**src/rtl/pterm_array.sv**
```systemverilog
module pterm_array #(
  parameter int N_IN   = 16,
  parameter int N_GRP  = 8,
  parameter int GRP_SZ = 8
) (
  input  logic                              clk,
  input  logic                              rst_n,
  input  logic [N_IN-1:0]                   in_sig,
  input  logic                              wr_en,
  input  logic [$clog2(N_GRP*GRP_SZ)-1:0]   wr_term,
  input  logic [$clog2(2*N_IN)-1:0]         wr_line,
  input  logic                              erase,
  input  logic [N_GRP-1:0]                  sel8,
  output logic [N_GRP*GRP_SZ-1:0]           pterm,
  output logic [N_GRP-1:0]                  sum
);
  localparam int N_LINE = 2 * N_IN;
  localparam int N_TERM = N_GRP * GRP_SZ;

  logic [N_TERM-1:0][N_LINE-1:0] cfg;
  logic [N_LINE-1:0]             lines;

  for (genvar i = 0; i < N_IN; i++) begin : g_line
    assign lines[2*i]   = in_sig[i];
    assign lines[2*i+1] = ~in_sig[i];
  end

  always_ff @(posedge clk or negedge rst_n) begin
    if (!rst_n)
      cfg <= '0;
    else if (erase)
      cfg <= '0;
    else if (wr_en)
      cfg[wr_term][wr_line] <= 1'b1;
  end

  for (genvar t = 0; t < N_TERM; t++) begin : g_term
    assign pterm[t] = &(lines | ~cfg[t]);
  end

  for (genvar g = 0; g < N_GRP; g++) begin : g_sum
    assign sum[g] = (|pterm[g*GRP_SZ +: GRP_SZ-1]) | (sel8[g] & pterm[g*GRP_SZ+GRP_SZ-1]);
  end

  function automatic logic has_pair(input logic [N_LINE-1:0] row);
    logic r;
    r = 1'b0;
    for (int i = 0; i < N_IN; i++)
      if (row[2*i] && row[2*i+1]) r = 1'b1;
    return r;
  endfunction


  erase_opens_chk: assert property (@(posedge clk) disable iff (!rst_n)
    erase |=> (&pterm));


  write_sets_chk: assert property (@(posedge clk) disable iff (!rst_n)
    (wr_en && !erase) |=> cfg[$past(wr_term)][$past(wr_line)]);


  no_clear_chk: assert property (@(posedge clk) disable iff (!rst_n)
    !erase |=> (($past(cfg) & ~cfg) == '0));

  for (genvar t = 0; t < N_TERM; t++) begin : g_conf_chk

    conflict_false_chk: assert property (@(posedge clk) disable iff (!rst_n)
      has_pair(cfg[t]) |-> !pterm[t]);
  end

  for (genvar g = 0; g < N_GRP; g++) begin : g_sum_chk

    spare_excluded_chk: assert property (@(posedge clk) disable iff (!rst_n)
      (!sel8[g] && pterm[g*GRP_SZ +: GRP_SZ-1] == '0) |-> !sum[g]);
  end
endmodule

```
**config.mk**
```make
export PLATFORM = sky130hd
export DESIGN_NAME = pterm_array
export DESIGN_NICKNAME = d
export VERILOG_FILES = /design/src/rtl/pterm_array.sv
export SDC_FILE = /design/constraint.sdc
export NUM_CORES = 2
export LEC_CHECK = 0
export ABC_AREA = 1
export BUFFER_PORTS_ARGS = -buffer_cell sky130_fd_sc_hd__buf_2
export CAP_MARGIN = 30
export CORE_MARGIN = 2
export CORE_UTILIZATION = 60
export DETAILED_ROUTE_END_ITERATION = 10
export PLACE_DENSITY = 0.85
export SLEW_MARGIN = 30
export SYNTH_ARGS = -nofsm -noshare
export SYNTH_HDL_FRONTEND = slang
export SYNTH_SLANG_ARGS = --single-unit
```
**constraint.sdc**
```tcl
create_clock -name clk -period 3.01 [get_ports clk]
set_clock_uncertainty 0.1 [all_clocks]
set_input_delay 0.4515 -clock clk [delete_from_list [all_inputs] [get_ports clk]]
set_output_delay 0.4515 -clock clk [all_outputs]
set_load 0.02 [all_outputs]
```
**After elaboration in Yosys (flattened, before gate mapping)**

Index checks and enable logic that the tools add are counted.

- Output and inout port bits: 72
- Input port bits: 39
- Register bits after elaboration: 2048
- Word-level logic and storage cells: 310

- $lt $le $gt $ge: 4
- Multiplexer cells: 6
- Bitwise operators: 161
- Reduce and logical (&&, ||, !) cells: 75

Operators with widths:

| kind | number |
|---|---|
| two-way mux 2048 bit | 2 |
| NOT 32 bit | 64 |
| bitwise OR 2048 bit | 1 |
| bitwise OR 32 bit | 64 |
| AND reduction 32 bit | 64 |
| demux 32 bit (select 6 bit) | 1 |
| OR reduction 7 bit | 8 |
| two-way mux 32 bit | 1 |
| NOT 1 bit | 16 |
| bitwise AND 1 bit | 8 |
| bitwise OR 1 bit | 8 |
| < comparator 6 x 7 -> 1 bit (second input constant) | 1 |
| greater-or-equal comparator 6 x 1 -> 1 bit (second input constant) | 1 |
| < comparator 5 x 6 -> 1 bit (second input constant) | 1 |
| demux 1 bit (select 5 bit) | 1 |
| greater-or-equal comparator 5 x 1 -> 1 bit (second input constant) | 1 |
| logical AND 1 bit | 2 |
| nonzero test 2 bit | 1 |
| two-way mux 1 bit | 1 |

**Depth between registers and ports, before layout**

- Depth after elaboration: 9
- Depth in mapped cells: 13
- Gate-level depth less buffers: 10

**Worst setup path before layout**

OpenSTA, ideal clock, no wires.

- Path kind: input port to output port
- Start point: input in_sig[1]
- End point: output sum[2]
- Required time: 2.458 ns
- Path slack: 0.499 ns
- Stages: 10
- Path buffers: 2
- Data arrival time: 1.960 ns
- Cell sequence: clkbuf_1 clkbuf_1 nand2_1 o21ai_0 nand2_1 nor2_1 nand2_1 nor2_1 nor2_1 nand3_1

- Cells in the longest elaborated chain, start to end: 5
- Elaborated cells between the ends (all ways): 20
- Those cells by class: bitwise (11); reduce/logical (9)

RTL lines:

| element | line | text |
|---|---|---|
| start: declaration | 8 | `input logic [N_IN-1:0] in_sig,` |
| NOT 1 bit | 25 | `assign lines[2*i+1] = ~in_sig[i];` |
| bitwise OR 32 bit * | 38 | `assign pterm[t] = &(lines \| ~cfg[t]);` |
| AND reduction 32 bit * | 38 |  |
| via pterm[17] | 14 | `output logic [N_GRP*GRP_SZ-1:0] pterm,` |
| OR reduction 7 bit * | 42 | `assign sum[g] = (\|pterm[g*GRP_SZ +: GRP_SZ-1]) \| (sel8[g] & pterm[g*GRP_SZ+GRP_SZ-1]);` |
| bitwise OR 1 bit * | 42 |  |
| end: declaration | 15 | `output logic [N_GRP-1:0] sum` |

The timed path passes the listed nets; every way through them passes the cells marked *.

**Worst setup path after layout**

- Start point: register cfg[298] (netlist name)
- End point: output sum[1]

- Cells in the longest elaborated chain, start to end: 5

RTL lines:

| element | line | text |
|---|---|---|
| start: declaration | 20 | `logic [N_TERM-1:0][N_LINE-1:0] cfg;` |
| start signal: assignment | 30 | `cfg <= '0;` |
| start signal: assignment | 32 | `cfg <= '0;` |
| start signal: indexed assignment | 34 | `cfg[wr_term][wr_line] <= 1'b1;` |
| NOT 32 bit | 38 |  |
| bitwise OR 32 bit | 38 |  |
| AND reduction 32 bit | 38 |  |
| OR reduction 7 bit | 42 |  |
| bitwise OR 1 bit | 42 |  |

Every way passes these cells.

==> summary.md <==
| Metric | Value |
|---|---|
| Run status | `completed` |
| Final setup vio count | `0` |
| WL/cell | `about 23 µm` |
| CP Launch Type | `flop` |
| Tcrit/Tclk final | `between 90% and 100%` |
| Number of global-route vias before repair | `82400` |
| Die Y | `393 µm` |
| IO Count | `between 100 and 150` |
| R2R setup slack | `approximately 2.1 ns` |
| First-pass GRT wire length | `around 480000 µm` |
| Most common library cell in the layout ignoring fill and taps | `nand2_1` |
| Final WL | `~310000 µm` |
| Initial Util | `between 60% and 70%` |
| Root Buffer | `clkbuf_16` |
| R2R Path End | `cfg[526]` |
| Syn Nets | `~12000` |
| Layout cells sized above 1 | `8.41%` |
| Final Wtd Congestion | `just over 0.9` |
| Residual DRC | `0` |
| DR vias | `approximately 84000` |
| Core area | `approximately 0.15 mm²` |
| Slew headroom | `a little over a quarter` |
| Finished Cell Area | `0.103 mm²` |
| Worst Reg2Reg Path Length in Cells | `2` |
| Clock Path Buffers | `3` |
| Critical Path Max Stage Delay | `~0.38 ns` |
| Final Hold Viols | `0` |
| Critical-path cell list | `o21ai_0 -> nand2_1 -> nor2_1 -> nand2_1 -> nor2_1 -> nor2_1 -> nand3_1 -> buf_4` |
| CTS buffer count | `~200` |
| Synthesized area | `between 0.09 and 0.1 mm²` |
| Max Transition Viols Final | `0` |
| Area growth syn-to-layout | `13.3%` |
| Critical Path Sink Type | `primary output` |
| Number of port buffers | `110` |
| Dpl hpwl | `between 150000 and 200000 µm` |
| Post-Syn Area per Cell | `approximately 8 µm²` |
| Drt pass-1 iters | `9` |
| Initial antenna violation count | `16` |
| Nets | `around 11000` |
| Worst setup path startpoint | `cfg[298]` |
| Vias per cell | `a little over 6` |
| Max VDD drop | `around 600 µV` |
| Sequential area share after synthesis | `roughly 56%` |
| Die width | `slightly below 400 µm` |
| Clock transition at path regs | `around 0.06 ns` |
| Max Fclk | `between 300 and 400 MHz` |
| Critical Path AT | `about 2.4 ns` |
| CTS HTree Levels | `4` |
| Worst-Margin Slew | `between 1 and 1.5 ns` |
| PD cells | `around 550 mW/mm²` |
| Initial DRC count | `about 12000` |
| Critical Path Most Common Cell | `nor2_1` |
| Hold crit path type | `input port to async pin` |
| Worst EP required | `roughly 2.5 ns` |
| Final min period | `slightly below 3 ns` |
| Largest net degree at the start of global routing | `130` |
| Largest reg by FF count | `cfg` |
| Routed Antenna Nets | `0` |
| Leakage | `~48 nW` |
| Critical path endpoint | `sum[1]` |
| Clk_lat worst skew | `0.86 ns` |
| Sink Count | `2048` |
| Commonest non-fill, non-tap cells in the layout | `nand2_1, a21oi_1, dfrtp_1` |
| CTS tree | `yes` |
| CP max FO | `2` |
| Fillers | `10700` |
| Synth cell types | `16` |
| Hold Slack | `0.0189 ns` |
| Post-Syn Instances | `roughly 12000` |
| Aggregate global routing overflow | `0` |
| Synth Warn # | `0` |
| Largest register FFs | `slightly above 2000` |
| DIE AREA | `between 0.15 and 0.2 mm²` |
| Largest regs | `cfg x2048` |
| Worst r2r src | `cfg[526]` |
| Crit path kind | `flop to primary output` |
| Synth Register Bits | `roughly 2000` |
| # rows | `around 140` |
| Gr usage total | `between 40% and 50%` |
| Slowest-stage cell, CP | `dfrtp_1` |
| Post-DP Area | `approximately 0.096 mm²` |
| Maximum capacitance violations | `0` |
-- logic make-up after synthesis --
family / count (synthesis) / synth area share (%)
AOI/OAI and AO/OA: 2652 / 14.6
DFF: 2048 / 56.4
and+or+nand+nor: 5039 / 21.0
buffers and inverters: 1836 / 8.00
-- report_power, final --
group | total (mW) | switching (mW) | leakage (nW) | internal, mW
clock network | 25.7 | 11.0 | 3.30 | 14.6
registers | 27.5 | 0.00461 | 28.6 | 27.5
logic | 3.08 | 2.48 | 16.0 | 0.602
-- layer usage --
layer | share of wire (%) | routed length [µm] | GRT usage, % | vias to the layer above
met5 | 0.039 | 124 | 0 | -
met4 | 9.5 | 29900 | 30.5 | 20
met3 | 16 | 50100 | 13.8 | 2034
met2 | 42 | 131000 | 58.8 | 6450
met1 | 33 | 104000 | 51.8 | 39500
li1 | - | - | - | 35800
-- synthesized netlist by cell type, drive strengths merged --
cell    number  area (µm²)
o21ai      592        2960
nand4       20         125
nor2      1910        7200
buf        328        1610
dfrtp     2048       51200
nand3       24         120
nor3        26         190
inv       1001        3760
clkinv       5        18.8
a21oi     2060       10300
clkbuf     502        1880
nand2     3059       11500
-- worst min path at each step --
stage,from,to,depth (start not counted)
final,rst_n,cfg[393],2
after global routing,rst_n,cfg[393],2
after CTS,rst_n,cfg[393],2
after detailed placement,rst_n,cfg[393],1
after global placement,rst_n,cfg[393],1
after floorplan,rst_n,cfg[0],0
-- critical path, delay by kind of cell, from the launching register on --
family / cells / cell delay, ns
AOI/OAI and AO/OA: 1 / 0.24
buffers and inverters: 1 / 0.16
DFF: 1 / 0.38
and+or+nand+nor: 6 / 0.79
-- per-stage QoR --
step           worst slack, ns  instances  total power [mW]  util (%)  setup TNS (ns)
6_report                0.0499      13600              56.3      68.6               0
5_1_grt                -0.0171      13600              57.4      68.6         -0.0427
4_1_cts                -0.0387      13600              56.1      68.5         -0.0387
3_5_place_dp             0.139      13300              31.0      64.0               0
3_3_place_gp             0.153      13300              30.9      64.0               0
2_1_floorplan            0.499      11600              29.1         -               0
-- cell type report --
type / instances / area [µm²] / share of cell area (%)
multi-input combinational: 7691 / 32900 / 31.9
inverter: 1006 / 3780 / 3.67
clock inverter: 62 / 761 / 0.739
timing repair buffer: 507 / 5810 / 5.65
clock buffer: 300 / 5930 / 5.76
sequential: 2048 / 51300 / 49.8
tap: 2016 / 2520 / 2.45
antenna: 13 / 32.5 / 0.0316
-- repair_timing --
action / in CTS / in global routing
gates resized for setup: 13 / 51
pin swaps: 2 / 14
setup buffers: 0 / 1
endpoints found under the setup margin: 6 / 9
hold endpoints to repair: 976 / 0
hold buffers: 7 / 0
(Power assumes the default switching activity.)
